**config.mk**
```make
export PLATFORM = sky130hd
export DESIGN_NAME = mstat_reg
export DESIGN_NICKNAME = d
export VERILOG_FILES = /design/src/rtl/mstat_pkg.sv /design/src/rtl/mstat_sync.sv /design/src/rtl/mstat_settle.sv /design/src/rtl/mstat_delta.sv /design/src/rtl/mstat_reg.sv
export SDC_FILE = /design/constraint.sdc
export NUM_CORES = 1
export LEC_CHECK = 0
export CORE_MARGIN = 1.5
export CORE_UTILIZATION = 38
export DETAILED_ROUTE_END_ITERATION = 16
export PLACE_DENSITY_LB_ADDON = 0.1
export SLEW_MARGIN = 20
export SYNTH_ARGS = -nofsm -noshare
export SYNTH_HDL_FRONTEND = slang
export SYNTH_HIERARCHICAL = 1
export SYNTH_SLANG_ARGS = --single-unit
export TNS_END_PERCENT = 50
```
**constraint.sdc**
```tcl
create_clock -name clk -period 1.11 [get_ports clk]
set_input_delay 0.222 -clock clk [delete_from_list [all_inputs] [get_ports clk]]
set_output_delay 0.222 -clock clk [all_outputs]
set_load 0.1 [all_outputs]
```
**src/rtl/mstat_pkg.sv**
```systemverilog
`timescale 1ns/1ps
package mstat_pkg;
  localparam int unsigned NLINES = 4;

  // line indices, shared by asserted levels and change flags
  localparam int unsigned IDX_CTS = 0;
  localparam int unsigned IDX_DSR = 1;
  localparam int unsigned IDX_RI  = 2;
  localparam int unsigned IDX_CD  = 3;

  // modem control output indices
  localparam int unsigned CTL_DTR  = 0;
  localparam int unsigned CTL_RTS  = 1;
  localparam int unsigned CTL_OUT1 = 2;
  localparam int unsigned CTL_OUT2 = 3;

  // lines whose flag counts only the asserted-to-deasserted edge
  localparam logic [NLINES-1:0] TRAIL_LINES = 4'b0100;

  typedef logic [NLINES-1:0] line_vec_t;
endpackage

```
**src/rtl/mstat_sync.sv**
```systemverilog
`timescale 1ns/1ps
module mstat_sync #(
  parameter int unsigned WIDTH  = 4,
  parameter int unsigned STAGES = 2,
  parameter logic [WIDTH-1:0] RESET_VAL = '1
) (
  input  logic             clk,
  input  logic             rst_n,
  input  logic [WIDTH-1:0] d_i,
  output logic [WIDTH-1:0] q_o
);
  logic [WIDTH-1:0] stg [STAGES];

  always_ff @(posedge clk or negedge rst_n) begin
    if (!rst_n) stg[0] <= RESET_VAL;
    else        stg[0] <= d_i;
  end

  for (genvar s = 1; s < STAGES; s++) begin : g_stage
    always_ff @(posedge clk or negedge rst_n) begin
      if (!rst_n) stg[s] <= RESET_VAL;
      else        stg[s] <= stg[s-1];
    end
  end

  assign q_o = stg[STAGES-1];
endmodule

```
**src/rtl/mstat_settle.sv**
```systemverilog
`timescale 1ns/1ps
module mstat_settle #(
  parameter int unsigned SETTLE = 3
) (
  input  logic clk,
  input  logic rst_n,
  output logic primed_o
);
  localparam int unsigned CW = $clog2(SETTLE + 1);
  logic [CW-1:0] cnt_q;

  assign primed_o = (cnt_q == CW'(SETTLE));

  always_ff @(posedge clk or negedge rst_n) begin
    if (!rst_n)         cnt_q <= '0;
    else if (!primed_o) cnt_q <= cnt_q + 1'b1;
  end
endmodule

```
**src/rtl/mstat_delta.sv**
```systemverilog
`timescale 1ns/1ps
module mstat_delta #(
  parameter int unsigned NLINES = 4,
  parameter logic [NLINES-1:0] TRAIL_MASK = '0
) (
  input  logic              clk,
  input  logic              rst_n,
  input  logic              primed_i,
  input  logic [NLINES-1:0] lvl_i,
  input  logic              rd_i,
  output logic [NLINES-1:0] flag_o
);
  logic [NLINES-1:0] prev_q;
  logic [NLINES-1:0] flag_q;
  logic [NLINES-1:0] evt;

  for (genvar i = 0; i < NLINES; i++) begin : g_line
    if (TRAIL_MASK[i]) begin : g_trail
      assign evt[i] = primed_i & prev_q[i] & ~lvl_i[i];
    end else begin : g_any
      assign evt[i] = primed_i & (prev_q[i] ^ lvl_i[i]);
    end
  end

  always_ff @(posedge clk or negedge rst_n) begin
    if (!rst_n) begin
      prev_q <= '0;
      flag_q <= '0;
    end else begin
      prev_q <= lvl_i;
      flag_q <= (flag_q & ~{NLINES{rd_i}}) | evt;
    end
  end

  assign flag_o = flag_q;

  // without a read no flag ever drops
  p_flag_sticky_r7: assert property (@(posedge clk) disable iff (!rst_n)
    !rd_i |=> ((flag_q & $past(flag_q)) == $past(flag_q)));
endmodule

```
**src/rtl/mstat_reg.sv**
```systemverilog
`timescale 1ns/1ps
module mstat_reg
  import mstat_pkg::*;
#(
  parameter int unsigned SYNC_STAGES = 2
) (
  input  logic       clk,
  input  logic       rst_n,
  input  logic       cts_n_i,
  input  logic       dsr_n_i,
  input  logic       ri_n_i,
  input  logic       cd_n_i,
  input  logic       loop_en_i,
  input  logic [3:0] ctl_i,
  input  logic       rd_i,
  output logic [7:0] status_o,
  output logic       irq_o
);
  localparam int unsigned SETTLE = SYNC_STAGES + 1;

  line_vec_t pin_n;
  line_vec_t pin_sync_n;
  line_vec_t lvl_pin;
  line_vec_t lvl_loop;
  line_vec_t lvl;
  line_vec_t flag_w;
  logic      primed;

  always_comb begin
    pin_n          = '1;
    pin_n[IDX_CTS] = cts_n_i;
    pin_n[IDX_DSR] = dsr_n_i;
    pin_n[IDX_RI]  = ri_n_i;
    pin_n[IDX_CD]  = cd_n_i;
  end

  mstat_sync #(
    .WIDTH    (NLINES),
    .STAGES   (SYNC_STAGES),
    .RESET_VAL('1)
  ) u_sync (
    .clk  (clk),
    .rst_n(rst_n),
    .d_i  (pin_n),
    .q_o  (pin_sync_n)
  );

  mstat_settle #(.SETTLE(SETTLE)) u_settle (
    .clk     (clk),
    .rst_n   (rst_n),
    .primed_o(primed)
  );

  assign lvl_pin = ~pin_sync_n;

  always_comb begin
    lvl_loop          = '0;
    lvl_loop[IDX_CTS] = ctl_i[CTL_RTS];
    lvl_loop[IDX_DSR] = ctl_i[CTL_DTR];
    lvl_loop[IDX_RI]  = ctl_i[CTL_OUT1];
    lvl_loop[IDX_CD]  = ctl_i[CTL_OUT2];
  end

  assign lvl = loop_en_i ? lvl_loop : lvl_pin;

  mstat_delta #(
    .NLINES    (NLINES),
    .TRAIL_MASK(TRAIL_LINES)
  ) u_delta (
    .clk     (clk),
    .rst_n   (rst_n),
    .primed_i(primed),
    .lvl_i   (lvl),
    .rd_i    (rd_i),
    .flag_o  (flag_w)
  );

  assign status_o = {lvl, flag_w};
  assign irq_o    = |flag_w;

  // RI flag rises only after the asserted level fell
  p_ri_trailing_r4: assert property (@(posedge clk) disable iff (!rst_n)
    $rose(flag_w[IDX_RI]) |-> ($past(lvl[IDX_RI], 2) && !$past(lvl[IDX_RI])));

  // CD flag rises only after its level changed
  p_cd_edge_r3: assert property (@(posedge clk) disable iff (!rst_n)
    $rose(flag_w[IDX_CD]) |-> ($past(lvl[IDX_CD]) != $past(lvl[IDX_CD], 2)));

  // after a read only fresh changes may leave a flag set
  p_read_clear_r5: assert property (@(posedge clk) disable iff (!rst_n)
    rd_i |=> ((flag_w == '0) || ($past(lvl) != $past(lvl, 2))));

  // nothing is recorded during the settling window
  p_settle_quiet_r10: assert property (@(posedge clk) disable iff (!rst_n)
    !primed |=> !irq_o);
endmodule

```
==> impl_metrics.yaml <==
floorplanning:
  die_area_um2: 1970
  fp.dieW_um: 44.4
  start_util_pct: 41.7
  rows: 14
  die_height_um: 44.4
  core-area_um2: 1560
  ios: 21
sta:
  final_hold_viol_count: 0
  skew_ps: 1.59
  period_minus_slack_ps: 1630
  rsz0062_at_grt: "true"
  setup_ws_ps: -525
  worst_pin_slew_ps: 186
  clock.fmax_mhz: 612
  finalCritPeriodShare_pct: 147
  relSlewSlack_pct: 87.5
  hold_slack_ps: 278
  maxSlewViolCount: 0
  setup_viol: 12
detailed_routing:
  dr.pass1.iters: 5
  wl_per_cell_um: 13.2
  drc: 0
  vias: 432
  drt-total-wl_um: 1210
  viasPerCell: 4.70
  dr.first_iter.drc_count: 6
  ant_nets: 0
clocking:
  cts_root_buf: "clkbuf_4"
  clk_latency_ps: 270
  cts_tree: "built"
  clk_path_buf_depth: 2
  cts_sinks: 18
  htreeDepth: 1
  cts_buffers: 3
  clkTransAtPathRegs_ps: 90
final_layout:
  fin_cells: 92
  drive_gt1_share_pct: 59.2
  stdcell_area_um2: 1130
  nFillCells: 102
  syn2layout_area_growth_pct: 74.0
  diodes: 0
  fin_util_pct: 72.6
  fin_nets: 92
power_and_ir_drop:
  ir_drop_uv: 1060
  powerDensity_nw_per_um2: 1490
  p_leak_nw: 0.498
placed_design:
  io_buffers: 20
  dp_slack_ps: -467
  gp_routability_congestion: 0.669
  dpl-instance-area_um2: 1070
  dpl.cell_count: 85
critical_path:
  cp_data_arrival_time_ps: 1410
  cp_max_fo: 2
  cp.required_ps: 890
  r2r_end: "u_delta/flag_o[1]"
  start_kind: "flop"
  reg2reg_depth: 4
  ff2ff_setup_slack_ps: -90
  r2r-start: "u_sync/q_o[1]"
  worstSetupPathType: "reg2out"
  endpoint_kind: "primary output"
logic_synthesis:
  syn_area_um2: 651
  syn-num-nets: 58
  synth_area_per_cell_um2: 14.8
  yosysSeqAreaShare_pct: 70.8
  ys_ff_latch: 18
  yosysUniqueCellTypes: 13
  synthCells: 44
  yosys_warnings: 6
global_routing:
  grt_pass1_wl_um: 2160
  grt-ovfl-total: 0
  grt_max_degree: 19
  antenna_found_initial: 0
  grt_pass1_vias: 475
  track_usage_pct: 15.9
run:
  maxCapViolations: 0
worst_hold_path:
  hp-class: "in2async"
run_status:
  outcome: "complete, but fails checks"
  violations: "setup timing"
[worst max-delay path by stage]
| stage | from | end | slack [ps] | depth (start not counted) |
|---|---|---|---|---|
| floorplan | u_delta/flag_o[2] | irq_o | -470 | 1 |
| global placement | loop_en_i | status_o[7] | -430 | 4 |
| detailed placement | loop_en_i | status_o[4] | -470 | 4 |
| CTS | u_delta/flag_o[1] | irq_o | -540 | 2 |
| global route | u_delta/flag_o[1] | irq_o | -580 | 2 |
| finish | u_delta/flag_o[1] | irq_o | -520 | 2 |
[cells in the final DEF (no fill, tap or decap), types with 2 or more instances in the layout]
cell / n
dfstp_2: 8
nand2_1: 5
dfrtp_2: 3
clkbuf_4: 3
buf_6: 3
buf_4: 9
xor2_1: 3
ha_1: 2
buf_12: 10
clkdlybuf4s50_1: 10
a22o_1: 3
o21ai_4: 4
dfrtp_1: 6
[power breakdown]
group,total (mW),internal [mW],switching (mW)
clock network,0.295,0.125,0.169
logic,0.646,0.272,0.374
registers,0.750,0.721,0.0282
[critical path: stages (launching register included)]
cell     delay, ps
dfrtp_2        410
or4_4          540
buf_12         180
[final cells by class]
cell class,instances,area [µm²],share of cell area [%]
sequential,18,468,41.3
timing repair buffer,33,407,35.9
inverter,1,3.75,0.331
multi-input combinational,21,211,18.7
clock buffer,3,22.5,1.99
tap,16,20.0,1.77
[synthesized netlist by cell type]
cell type   n  area (µm²)
dfrtp_1    10         250
dfstp_2     8         210
nand2_1     5        18.8
buf_4       4        30.0
o21ai_0     4        20.0
a22o_1      3        26.3
xor2_1      3        26.3
ha_1        2        25.0
inv_1       1        3.75
mux2_4      1        15.0
o2bb2ai_1   1        8.76
or4_1       1        7.51
xnor2_1     1        8.76
[state kept, by name (all words and copies together) (netlist names)]
| name | count |
|---|---|
| u_sync/stg | 4 |
| u_delta/flag_o | 4 |
| u_sync/q_o | 4 |
| u_settle/cnt_q | 2 |
| u_delta/prev_q | 4 |
[metrics by stage]
stage | setup TNS, ps | power (mW)
after CTS | -2010 | 1.70
after global routing | -2450 | 1.77
after detailed placement | -4500 | 1.38
after global placement | -4070 | 1.37
final | -1900 | 1.69
after floorplan | -2550 | 1.10
[cell families after synthesis]
kind of cell,Yosys count,synth area share [%]
xor gates and xnor gates,4,5.39
buffers and inverters,5,5.19
DFF,18,70.8
muxes,1,2.31
adders and majority gates,2,3.85
AOI/OAI and AO/OA,8,8.46
and+or+nand+nor,6,4.04
[metal layers]
| metal | global-route usage (%) | vias to the layer above | share of wire (%) |
|---|---|---|---|
| li1 | - | 209 | - |
| met1 | 20.6 | 208 | 44 |
| met2 | 26.5 | 13 | 51 |
| met3 | 3.67 | 2 | 4.3 |
| met4 | 5.45 | 0 | 0.91 |
| met5 | 0 | - | 0 |
[timing repair]
action,in CTS,in global routing
hold buffers,0,0
endpoints found under the setup margin,13,14
pin swaps,6,5
resized for setup,4,3
buffers inserted,3,1
No activity file was read; power rests on OpenSTA's default activity.
